`src/rtl/mlspi_pkg.sv`:
```
package mlspi_pkg;

  typedef enum logic [1:0] {
    LM_SINGLE = 2'd0,
    LM_MIRROR = 2'd1,
    LM_STRIPE = 2'd2
  } lane_mode_e;

  typedef enum logic [2:0] {
    S_IDLE,
    S_LOAD,
    S_SHIFT,
    S_PUSH,
    S_GAP,
    S_TRAIL
  } ctrl_state_e;

  // The unused encoding 3 falls back to single-lane operation.
  function automatic lane_mode_e mode_of(logic [1:0] raw);
    case (raw)
      2'd1:    return LM_MIRROR;
      2'd2:    return LM_STRIPE;
      default: return LM_SINGLE;
    endcase
  endfunction

endpackage

```
`src/rtl/mlspi_fifo.sv`:
```
module mlspi_fifo #(
  parameter int W     = 32,
  parameter int DEPTH = 16,
  localparam int AW   = $clog2(DEPTH),
  localparam int CW   = AW + 1
) (
  input  logic          clk,
  input  logic          rst_n,
  input  logic          push,
  input  logic [W-1:0]  din,
  input  logic          pop,
  output logic [W-1:0]  dout,
  output logic [CW-1:0] count,
  output logic          full,
  output logic          empty
);

  logic [W-1:0]  mem [DEPTH];
  logic [AW-1:0] wr_q, wr_d, rd_q, rd_d;
  logic [CW-1:0] cnt_q, cnt_d;
  logic          do_push, do_pop;

  assign full    = (cnt_q == CW'(DEPTH));
  assign empty   = (cnt_q == '0);
  assign do_push = push && !full;
  assign do_pop  = pop && !empty;
  assign count   = cnt_q;
  assign dout    = mem[rd_q];

  function automatic logic [AW-1:0] bump(logic [AW-1:0] p);
    return (p == AW'(DEPTH - 1)) ? '0 : p + AW'(1);
  endfunction

  always_comb begin
    wr_d  = do_push ? bump(wr_q) : wr_q;
    rd_d  = do_pop  ? bump(rd_q) : rd_q;
    cnt_d = cnt_q;
    if (do_push && !do_pop)      cnt_d = cnt_q + CW'(1);
    else if (do_pop && !do_push) cnt_d = cnt_q - CW'(1);
  end

  always_ff @(posedge clk or negedge rst_n) begin
    if (!rst_n) begin
      wr_q  <= '0;
      rd_q  <= '0;
      cnt_q <= '0;
    end else begin
      if (do_push)           wr_q  <= wr_d;
      if (do_pop)            rd_q  <= rd_d;
      if (do_push ^ do_pop)  cnt_q <= cnt_d;
    end
  end

  always_ff @(posedge clk) begin
    if (do_push) mem[wr_q] <= din;
  end

endmodule

```
`src/rtl/mlspi_lane.sv`:
```
module mlspi_lane #(
  parameter int MAXW = 32,
  parameter int WB   = 6
) (
  input  logic            clk,
  input  logic            rst_n,
  input  logic            load,
  input  logic [MAXW-1:0] word_in,
  input  logic [WB-1:0]   width,
  input  logic            sample,
  input  logic            shift,
  input  logic            miso,
  output logic            mosi,
  output logic [MAXW-1:0] rx_word
);

  logic [MAXW-1:0] sh_q, sh_d;
  logic            cap_q, cap_d;
  logic            sh_en;

  assign sh_en = load || shift;

  always_comb begin
    sh_d  = sh_q;
    cap_d = sample ? miso : cap_q;
    if (load)       sh_d = word_in << (WB'(MAXW) - width);
    else if (shift) sh_d = {sh_q[MAXW-2:0], cap_q};
  end

  always_ff @(posedge clk or negedge rst_n) begin
    if (!rst_n) begin
      sh_q  <= '0;
      cap_q <= 1'b0;
    end else begin
      if (sh_en)  sh_q  <= sh_d;
      if (sample) cap_q <= cap_d;
    end
  end

  assign mosi    = sh_q[MAXW-1];
  assign rx_word = sh_q & ({MAXW{1'b1}} >> (WB'(MAXW) - width));

endmodule

```
`src/rtl/mlspi_ctrl.sv`:
```
module mlspi_ctrl
  import mlspi_pkg::*;
#(
  parameter int LANES = 4,
  parameter int MAXW  = 32,
  parameter int DEPTH = 16,
  parameter int DIVW  = 8,
  parameter int FRW   = 8,
  localparam int WB   = $clog2(MAXW) + 1,
  localparam int CW   = $clog2(DEPTH) + 1,
  localparam int SELW = $clog2(LANES)
) (
  input  logic             clk,
  input  logic             rst_n,
  input  logic             start,
  input  logic [1:0]       cfg_mode,
  input  logic [WB-1:0]    cfg_width,
  input  logic [DIVW-1:0]  cfg_div,
  input  logic [FRW-1:0]   cfg_frames,
  input  logic [CW-1:0]    tx_count,
  input  logic [CW-1:0]    rx_count,
  output logic             tx_pop,
  output logic [LANES-1:0] load_en,
  output logic             rx_push,
  output logic [SELW-1:0]  rx_sel,
  output logic             sample,
  output logic             shift,
  output logic [WB-1:0]    width,
  output logic             cs_n,
  output logic             sclk,
  output logic             busy,
  output logic             done
);

  ctrl_state_e     st_q, st_d;
  lane_mode_e      mode_q, mode_d, mode_sel;
  logic [WB-1:0]   width_q, width_d;
  logic [DIVW-1:0] div_q, div_d, hc_q, hc_d;
  logic [FRW-1:0]  frames_q, frames_d;
  logic [WB-1:0]   bit_q, bit_d;
  logic [SELW-1:0] idx_q, idx_d;
  logic            sclk_q, sclk_d, csn_q, csn_d, done_q, done_d;
  logic [CW-1:0]   need_tx, need_rx;
  logic            fits, cfg_ok, tick;

  // Admission: the frame about to start must find its words and room.
  assign mode_sel = (st_q == S_IDLE) ? mode_of(cfg_mode) : mode_q;
  assign need_tx  = (mode_sel == LM_STRIPE) ? CW'(LANES) : CW'(1);
  assign need_rx  = (mode_sel == LM_SINGLE) ? CW'(1) : CW'(LANES);
  assign fits     = (tx_count >= need_tx) &&
                    (({1'b0, rx_count} + {1'b0, need_rx}) <= (CW+1)'(DEPTH));
  assign cfg_ok   = (cfg_width >= WB'(8)) && (cfg_width <= WB'(MAXW)) &&
                    (cfg_div != '0) && (cfg_frames != '0);
  assign tick     = (hc_q == div_q - DIVW'(1));

  always_comb begin
    st_d     = st_q;
    mode_d   = mode_q;
    width_d  = width_q;
    div_d    = div_q;
    frames_d = frames_q;
    hc_d     = hc_q;
    bit_d    = bit_q;
    idx_d    = idx_q;
    sclk_d   = sclk_q;
    csn_d    = csn_q;
    done_d   = 1'b0;
    tx_pop   = 1'b0;
    load_en  = '0;
    rx_push  = 1'b0;
    sample   = 1'b0;
    shift    = 1'b0;
    unique case (st_q)
      S_IDLE: begin
        if (start && fits && cfg_ok) begin
          mode_d   = mode_of(cfg_mode);
          width_d  = cfg_width;
          div_d    = cfg_div;
          frames_d = cfg_frames;
          csn_d    = 1'b0;
          idx_d    = '0;
          st_d     = S_LOAD;
        end
      end
      S_LOAD: begin
        tx_pop = 1'b1;
        if (mode_q == LM_STRIPE) begin
          load_en = LANES'(1) << idx_q;
          idx_d   = idx_q + SELW'(1);
        end else begin
          load_en = '1;
        end
        if (mode_q != LM_STRIPE || idx_q == SELW'(LANES - 1)) begin
          st_d  = S_SHIFT;
          hc_d  = '0;
          bit_d = '0;
          idx_d = '0;
        end
      end
      S_SHIFT: begin
        if (tick) begin
          hc_d = '0;
          if (!sclk_q) begin
            sclk_d = 1'b1;
            sample = 1'b1;
          end else begin
            sclk_d = 1'b0;
            shift  = 1'b1;
            bit_d  = bit_q + WB'(1);
            if (bit_q == width_q - WB'(1)) begin
              st_d  = S_PUSH;
              idx_d = '0;
            end
          end
        end else begin
          hc_d = hc_q + DIVW'(1);
        end
      end
      S_PUSH: begin
        rx_push = 1'b1;
        idx_d   = idx_q + SELW'(1);
        if (mode_q == LM_SINGLE || idx_q == SELW'(LANES - 1)) begin
          frames_d = frames_q - FRW'(1);
          if (frames_q == FRW'(1)) begin
            st_d = S_TRAIL;
            hc_d = '0;
          end else begin
            st_d = S_GAP;
          end
        end
      end
      S_GAP: begin
        if (fits) begin
          st_d  = S_LOAD;
          idx_d = '0;
        end
      end
      S_TRAIL: begin
        if (tick) begin
          csn_d  = 1'b1;
          done_d = 1'b1;
          st_d   = S_IDLE;
        end else begin
          hc_d = hc_q + DIVW'(1);
        end
      end
      default: st_d = S_IDLE;
    endcase
  end

  always_ff @(posedge clk or negedge rst_n) begin
    if (!rst_n) begin
      st_q     <= S_IDLE;
      mode_q   <= LM_SINGLE;
      width_q  <= WB'(8);
      div_q    <= DIVW'(1);
      frames_q <= '0;
      hc_q     <= '0;
      bit_q    <= '0;
      idx_q    <= '0;
      sclk_q   <= 1'b0;
      csn_q    <= 1'b1;
      done_q   <= 1'b0;
    end else begin
      st_q     <= st_d;
      mode_q   <= mode_d;
      width_q  <= width_d;
      div_q    <= div_d;
      frames_q <= frames_d;
      hc_q     <= hc_d;
      bit_q    <= bit_d;
      idx_q    <= idx_d;
      sclk_q   <= sclk_d;
      csn_q    <= csn_d;
      done_q   <= done_d;
    end
  end

  assign rx_sel = idx_q;
  assign width  = width_q;
  assign cs_n   = csn_q;
  assign sclk   = sclk_q;
  assign busy   = ~csn_q;
  assign done   = done_q;

endmodule

```
`src/rtl/mlspi_host.sv`:
```
module mlspi_host #(
  parameter int LANES = 4,
  parameter int MAXW  = 32,
  parameter int DEPTH = 16,
  parameter int DIVW  = 8,
  parameter int FRW   = 8
) (
  input  logic                  clk,
  input  logic                  rst_n,
  input  logic                  start,
  input  logic [1:0]            cfg_mode,
  input  logic [$clog2(MAXW):0] cfg_width,
  input  logic [DIVW-1:0]       cfg_div,
  input  logic [FRW-1:0]        cfg_frames,
  input  logic                  tx_push,
  input  logic [MAXW-1:0]       tx_data,
  output logic                  tx_full,
  input  logic                  rx_pop,
  output logic [MAXW-1:0]       rx_data,
  output logic                  rx_empty,
  output logic                  spi_cs_n,
  output logic                  spi_sclk,
  output logic                  spi_mosi,
  input  logic [LANES-1:0]      spi_miso,
  output logic                  busy,
  output logic                  done
);

  localparam int WB   = $clog2(MAXW) + 1;
  localparam int CW   = $clog2(DEPTH) + 1;
  localparam int SELW = $clog2(LANES);

  logic [CW-1:0]    tx_count, rx_count;
  logic [MAXW-1:0]  tx_dout, rx_din;
  logic             tx_pop, rx_push, sample, shift;
  logic [LANES-1:0] load_en;
  logic [SELW-1:0]  rx_sel;
  logic [WB-1:0]    width;
  logic [MAXW-1:0]  lane_rx [LANES];
  logic [LANES-1:1] msb_unused;
  logic             tx_empty_unused, rx_full_unused;

  mlspi_fifo #(.W(MAXW), .DEPTH(DEPTH)) i_txq (
    .clk(clk), .rst_n(rst_n),
    .push(tx_push), .din(tx_data),
    .pop(tx_pop), .dout(tx_dout),
    .count(tx_count), .full(tx_full), .empty(tx_empty_unused)
  );

  mlspi_fifo #(.W(MAXW), .DEPTH(DEPTH)) i_rxq (
    .clk(clk), .rst_n(rst_n),
    .push(rx_push), .din(rx_din),
    .pop(rx_pop), .dout(rx_data),
    .count(rx_count), .full(rx_full_unused), .empty(rx_empty)
  );

  mlspi_ctrl #(
    .LANES(LANES), .MAXW(MAXW), .DEPTH(DEPTH), .DIVW(DIVW), .FRW(FRW)
  ) i_ctrl (
    .clk(clk), .rst_n(rst_n), .start(start),
    .cfg_mode(cfg_mode), .cfg_width(cfg_width), .cfg_div(cfg_div),
    .cfg_frames(cfg_frames), .tx_count(tx_count), .rx_count(rx_count),
    .tx_pop(tx_pop), .load_en(load_en), .rx_push(rx_push), .rx_sel(rx_sel),
    .sample(sample), .shift(shift), .width(width),
    .cs_n(spi_cs_n), .sclk(spi_sclk), .busy(busy), .done(done)
  );

  // One shifter per lane; only lane 0 has a pin toward the device input.
  for (genvar k = 0; k < LANES; k++) begin : g_lane
    if (k == 0) begin : g_tx
      mlspi_lane #(.MAXW(MAXW), .WB(WB)) i_lane (
        .clk(clk), .rst_n(rst_n), .load(load_en[k]), .word_in(tx_dout),
        .width(width), .sample(sample), .shift(shift), .miso(spi_miso[k]),
        .mosi(spi_mosi), .rx_word(lane_rx[k])
      );
    end else begin : g_rx
      mlspi_lane #(.MAXW(MAXW), .WB(WB)) i_lane (
        .clk(clk), .rst_n(rst_n), .load(load_en[k]), .word_in(tx_dout),
        .width(width), .sample(sample), .shift(shift), .miso(spi_miso[k]),
        .mosi(msb_unused[k]), .rx_word(lane_rx[k])
      );
    end
  end

  assign rx_din = lane_rx[rx_sel];

endmodule

```
`config.mk`:
```
export PLATFORM = sky130hd
export DESIGN_NAME = mlspi_host
export DESIGN_NICKNAME = d
export VERILOG_FILES = /design/src/rtl/mlspi_pkg.sv /design/src/rtl/mlspi_fifo.sv /design/src/rtl/mlspi_lane.sv /design/src/rtl/mlspi_ctrl.sv /design/src/rtl/mlspi_host.sv
export SDC_FILE = /design/constraint.sdc
export NUM_CORES = 2
export LEC_CHECK = 0
export BUFFER_PORTS_ARGS = -buffer_cell sky130_fd_sc_hd__buf_2
export CORE_MARGIN = 1
export CORE_UTILIZATION = 30
export CTS_BUF_LIST = sky130_fd_sc_hd__clkbuf_8 sky130_fd_sc_hd__clkbuf_16
export DETAILED_ROUTE_END_ITERATION = 10
export PLACE_DENSITY_LB_ADDON = 0.12
export SYNTH_ARGS = -nofsm -noshare
export SYNTH_HDL_FRONTEND = slang
export SYNTH_SLANG_ARGS = --single-unit
export TNS_END_PERCENT = 1
```
`constraint.sdc`:
```
create_clock -name clk -period 4.9 [get_ports clk]
set_input_delay 0.98 -clock clk [delete_from_list [all_inputs] [get_ports clk]]
set_output_delay 0.98 -clock clk [all_outputs]
set_load 0.01 [all_outputs]
```
# After elaboration in Yosys (flattened, before gate mapping)
# Memories as Yosys holds them, arrays and structs flattened.
# Cells that the tools add are included.
word_totals:
  ff_bits: 204
  ram_bits: 1024
  in_bits: 65
  out_inout_bits: 39
  word_cells: 223
  memories: 2
memory_table:
  columns: ["memory", "words", "width", "rd", "rd_ports_with_merged_regs", "wr", "line", "rtl"]
  rows:
  - ["i_rxq.mem", 16, 32, 1, 0, 1, "mlspi_fifo.sv:18", "logic [W-1:0] mem [DEPTH];"]
  - ["i_txq.mem", 16, 32, 1, 0, 1, "mlspi_fifo.sv:18", null]
classes:
  n_addsub: 16
  n_lt_le_gt_ge: 5
  eq_ne: 31
  shift: 3
  mux: 73
  bitwise_logic: 8
  n_reduce_logical: 60
op_table:
  columns: ["op", "count"]
  rows:
  - ["$mux 32", 10]
  - ["$and 32x32->32", 4]
  - ["$bmux 32 s2", 1]
  - ["$mux 8", 7]
  - ["$pmux 8 s4", 1]
  - ["$shl 32x6->32", 1]
  - ["$shr 32x6->32 const A", 1]
  - ["$mux 3", 10]
  - ["$mux 4", 6]
  - ["$mux 5", 4]
  - ["$mux 6", 3]
  - ["$pmux 3 s6", 1]
  - ["$reduce_bool 2->1", 9]
  - ["$mux 1", 17]
  - ["$add 4x1->4 const B", 4]
  - ["$eq 4x4->1 const B", 4]
  - ["$mux 2", 8]
  - ["$ne 2x1->1 const B", 8]
  - ["$pmux 8 s2", 1]
  - ["$reduce_and 2->1", 8]
  - ["$reduce_bool 8->1", 2]
  - ["$sub 8x1->8 const B", 2]
  - ["$logic_and 1x1->1", 14]
  - ["$pmux 6 s2", 1]
  - ["other kinds (43)", 69]

# Logic depth before layout (Yosys ltp)
depth:
  depth_word: 12
  mapped_depth: 17
  mapped_depth_nobuf: 14

# By module
# Synthesis repeated with hierarchy kept, for this count alone.
hier_totals:
  cells_unflattened: 3899
  area_unflattened_um2: 59498.3
by_module_without_submodules:
  columns: ["module", "n_inst", "cells_each", "area_per_inst_um2", "seq_area_each_um2"]
  rows:
  - ["mlspi_fifo at i_txq", 1, 890, 20106.8, 15700.1]
  - ["mlspi_fifo at i_rxq", 1, 890, 20099.3, 15700.1]
  - ["mlspi_lane", 4, 436, 3831.2, 825.8]
  - ["mlspi_ctrl", 1, 336, 3153.0, 1154.9]
  - ["mlspi_host", 1, 39, 814.5, 0.0]

# Worst setup path before layout
# Ideal clock, no wire load.
synth_path:
  path_type: "input port to flip-flop"
  from: "input port tx_push"
  to: "memory i_txq.mem[2][0] (enable)"
  setup_ps: 461
  arrival_ps: 3753
  t_required_ps: 4439
  slack_ps: 686
  stages: 4
  path_buffers: 1
  cell_sequence: "nor2b_1 buf_1 nand2_1 nor3_1"
synth_via:
  elab_chain_len: 3
synth_rtl:
  columns: ["item", "line", "rtl"]
  rows:
  - ["start, declared", "mlspi_host.sv:15", "input logic tx_push,"]
  - ["$logic_and 1x1->1", "mlspi_fifo.sv:25", "assign do_push = push && !full;"]
  - ["via i_txq.do_push", "mlspi_fifo.sv:21", "logic do_push, do_pop;"]
  - ["$mux 1", "mlspi_fifo.sv:55", "if (do_push) mem[wr_q] <= din;"]
  - ["$mux 1 (not written as such)", "mlspi_fifo.sv:55", null]
  - ["end, declared", "mlspi_fifo.sv:18", null]
# The timed path passes the listed nets, and every way through them passes these cells.

# Final worst setup path
layout_path:
  from: "register i_txq.rd_q[2]"
  to: "register g_lane[3].g_rx.i_lane.sh_q[25]"
layout_via:
  elab_chain_len: 3
layout_rtl:
  columns: ["item", "line", "rtl"]
  rows:
  - ["start, declared", "mlspi_fifo.sv:19", "logic [AW-1:0] wr_q, wr_d, rd_q, rd_d;"]
  - ["start signal, assigned", "mlspi_fifo.sv:49", "if (do_pop) rd_q <= rd_d;"]
  - ["$mem_v2 16x32", null, null]
  - ["$shl 32x6->32", "mlspi_lane.sv:26", "if (load) sh_d = word_in << (WB'(MAXW) - width);"]
  - ["$mux 32", "mlspi_lane.sv:26", null]
  - ["end signal, assigned", "mlspi_lane.sv:32", "sh_q <= '0;"]
  - ["end signal, assigned", "mlspi_lane.sv:35", "if (sh_en) sh_q <= sh_d;"]
  - ["end, declared", "mlspi_lane.sv:17", "logic [MAXW-1:0] sh_q, sh_d;"]
# No other way between the ends.
# A chain may end at the register's enable or synchronous reset.

==> impl_metrics.csv <==
group,metric,value,unit
route,drc,0,
logic_synthesis,synth_seq_cells,1228,
clock_network,numCtsBuffers,139,
route,vias,30900,
floorplan,dieArea,179000,sq um
worst_setup_path,path_cells,"buf_12, buf_4, mux4_1, o32a_1, o221ai_1, nor3_1, buf_4, mux2i_1, a21oi_1, a221oi_1, o21ai_0",
logic_synthesis,synth-compound-area-share,8.62,%
logic_synthesis,synthCells,3176,
clock_network,cts_buffer_depth,3,
clock_network,tritoncts,"built",
route,firstDrtPassIters,6,
logic_synthesis,synthSimpleGateAreaFrac,4.57,%
pwr,cellPowerDensity,666,nW/um^2
logic_synthesis,synth_edf_count,1024,
worst_setup_path,cpMaxStageDelayCell,"dfrtp_4",
route,routed-wl-met2,82400,um
run,max_cap_viol_count,0,
global_route,grt_max_degree,73,
sta,period_needed,4400,ps
worst_setup_path,cp-start-kind,"flop",
floorplan,die_h,423,um
pwr,leakage,21.0,nW
floorplan,rows,154,
worst_setup_path,cp_data_arrival_time,5080,ps
logic_synthesis,syn_area,53200,sq um
clock_network,hold_buffers,0,
pwr,swShare,39.6,%
worst_setup_path,cp-end-kind,"flop",
worst_setup_path,crit_path_frequent_cell,"buf_4",
route,ant_nets,0,
logic_synthesis,yosys.area_share.adder,0.923,%
finish,drive_gt1_share,23.8,%
pwr,intPower,24.8,mW
sta,min_period_over_period,89.7,%
finish,syn_to_final_growth,15.8,%
worst_setup_path,worstPathRequired,5580,ps
route,wl,165000,um
pwr,p_switching,16.2,mW
pwr,p_clk_share,24.6,%
logic_synthesis,ys_seq_area_share,67.5,%
logic_synthesis,ys_types,86,
sta,final_max_slew_viol_count,0,
logic_synthesis,synth_top_family_by_area,"multiplexers",
place,place_ws,627,ps
floorplan,dieWidth,423,um
place,dp_hpwl,105000,um
worst_setup_path,critical_path.max_stage_delay,690,ps
worst_setup_path,path_delay_family,"compound AO/OA/AOI/OAI gates",
sta,timing.setup.tns,0,ps
sta,finalClockSkew,36.2,ps
floorplan,core_area,176000,sq um
clock_network,cts_resized,0,
status,status,"completed",
worst_setup_path,crit_fanout,58,
global_route,grt-ovfl-total,0,
sta,rsz0062_at_grt,"no",
sta,max_freq,227,MHz
sta,slew_headroom,9.47,%
logic_synthesis,yosys_most_used_dff,"edfxtp_1",
pwr,ir_drop,0.367,mV
sta,final-hold-violation-count,0,
finish,final_common_cell,"edfxtp_1",
global_route,first_global_vias,32500,
clock_network,clock_latency,790,ps
sta,fin_ws,503,ps
route,routed_via_density,5.31,
sta,worst_slew_pin_slew,1350,ps
logic_synthesis,ys_async_sr_fraction,16.6,%
floorplan,io-pin-count,104,
route,post_drt_wl_per_cell,28.3,um
clock_network,h-tree-depth,4,
logic_synthesis,synth.area.mux_share,15.3,%
global_route,grt_use_total,18.4,%
logic_synthesis,yosys_warnings,0,
place,port_buffers,103,
global_route,antenna_found_initial,9,
logic_synthesis,syn_avg_cell_area,16.7,sq um
route,first_iter_violations,2328,
clock_network,post_cts_buffers,0,
logic_synthesis,synthXorXnorAreaFrac,0.708,%
pwr,comb_power_share,41.5,%
clock_network,cts-root-buf,"clkbuf_16",
sta,setup_viol,0,
route,highest_layer,"met5",
worst_setup_path,critPathKind,"flop to flop",
logic_synthesis,syn-num-nets,3279,
clock_network,clock_sinks,1228,
place,place_congestion,0.866,
floorplan,start_util,30.2,%
route,wl_met1,71000,um
finish,final_cell_mix,"1024 x edfxtp_1, 243 x mux4_2, 193 x dfrtp_1",
route,dr_wl_met3,7430,um
pwr,p_seq_share,33.9,%
hold_path,hold_class,"primary input to async pin",
finish,fin_nets,3474,
clock_network,clkTransAtPathRegs,60,ps
worst_setup_path,cp.buffers_inverters,3,
global_route,grt_pass1_wl,238000,um
## cell type report
cell class                 count  area, sq um
clock inverter               108          890
clock buffer                 144         3560
multi-input combinational   1711        16300
timing repair buffer         259         1870
tap                         2340         2930
inverter                      32          120
antenna                        3         7.51
sequential                  1228        35900
fill                       16800       115000
## power groups by stage
| stage | combinational (mW) | sequential (mW) | clock (mW) |
|---|---|---|---|
| 2_1_floorplan | 10.7 | 13.4 | 0 |
| 3_3_place_gp | 16.9 | 14.1 | 0 |
| 3_5_place_dp | 17.0 | 14.1 | 0 |
| 4_1_cts | 17.0 | 13.9 | 10.4 |
| 5_1_grt | 18.0 | 14.1 | 10.7 |
| 6_report | 17.0 | 13.9 | 10.1 |
## cells by family after synthesis
logic type               after synthesis
adder cells (fa/ha/maj)               38
AND/OR/NAND/NOR                      496
buffers and inverters                237
AO/OA/AOI/OAI                        652
flip-flops                          1228
XOR/XNOR                              43
multiplexers                         482
## per-layer routing
metal,vias to the layer above,track usage (%)
met1,16600,23.9
met2,824,31.3
met5,-,0
met4,6,5.58
met3,220,3.01
li1,13300,-
## final timing paths
kind | start | cells past startpoint | endpoint | slack, ps
hold reg to reg | i_ctrl.frames_q[5] | 2 | i_ctrl.frames_q[5] | 510
setup reg to reg | i_txq.rd_q[2] | 11 | g_lane[3].g_rx.i_lane.sh_q[25] | 500
min in group clk | cfg_div[3] | 2 | i_ctrl.div_q[3] | 450
max in group asynchronous | rst_n | 2 | g_lane[0].g_tx.i_lane.sh_q[6] | 3700
setup / recovery | i_txq.rd_q[2] | 11 | g_lane[3].g_rx.i_lane.sh_q[25] | 500
hold / removal | rst_n | 1 | i_txq.wr_q[1] | 200
## through the flow
stage | std cells | hold WS [ps] | total power, mW | instance area (sq um) | util [%]
2_1_floorplan | 3176 | 463 | 24.2 | 53200 | -
3_3_place_gp | 5570 | 481 | 30.9 | 57100 | 32.4
3_5_place_dp | 5570 | 500 | 31.1 | 57100 | 32.4
4_1_cts | 5822 | 183 | 41.3 | 61500 | 34.9
5_1_grt | 5825 | 213 | 42.8 | 61500 | 34.9
6_report | 5825 | 197 | 41.0 | 61500 | 34.9
## synthesized netlist by cell type (8+ instances only)
cell type,n,area share (%)
ha_1,36,0.85
buf_12,9,0.34
nand2_1,121,0.85
dfrtp_1,201,9.5
clkbuf_1,104,0.73
xnor2_1,31,0.51
inv_1,31,0.22
a31oi_1,9,0.11
buf_4,15,0.21
and2_1,13,0.15
a221o_1,17,0.32
o22ai_1,28,0.33
o31ai_1,26,0.37
nor2b_1,37,0.44
nand2b_1,17,0.20
a222oi_1,8,0.15
and3_1,17,0.20
a221oi_1,12,0.20
buf_2,26,0.24
a22o_1,12,0.20
a21o_1,13,0.18
a211o_1,9,0.15
o221ai_1,13,0.21
nor3_1,48,0.45
buf_6,15,0.32
xor2_1,12,0.20
mux2i_1,184,3.5
nor2_1,138,0.97
mux4_1,14,0.69
a22oi_1,161,2.3
buf_1,32,0.23
a211oi_1,34,0.48
o22a_1,8,0.13
mux2_2,41,0.87
or3_1,11,0.13
or2_2,12,0.14
edfxtp_1,1024,58
a32oi_1,10,0.16
mux4_2,243,10
o21ai_0,125,1.2
nor4_1,17,0.20
nand3_1,26,0.24
a21oi_1,97,0.91
o211ai_1,9,0.13
## state kept, by name, indices dropped and copies added, names as in the netlist, 2 cells and up
register / flops
i_rxq.mem: 512
i_txq.mem: 512
g_lane.g_rx.i_lane.sh_q: 96
g_lane.g_tx.i_lane.sh_q: 32
i_ctrl.div_q: 8
i_ctrl.frames_q: 8
i_ctrl.hc_q: 8
i_ctrl.bit_q: 6
i_ctrl.width: 6
i_rxq.count: 5
i_txq.count: 5
i_rxq.rd_q: 4
i_rxq.wr_q: 4
i_txq.rd_q: 4
i_txq.wr_q: 4
g_lane.g_rx.i_lane.cap_q: 3
i_ctrl.st_q: 3
i_ctrl.mode_q: 2
i_ctrl.rx_sel: 2
(Power assumes the default switching activity.)
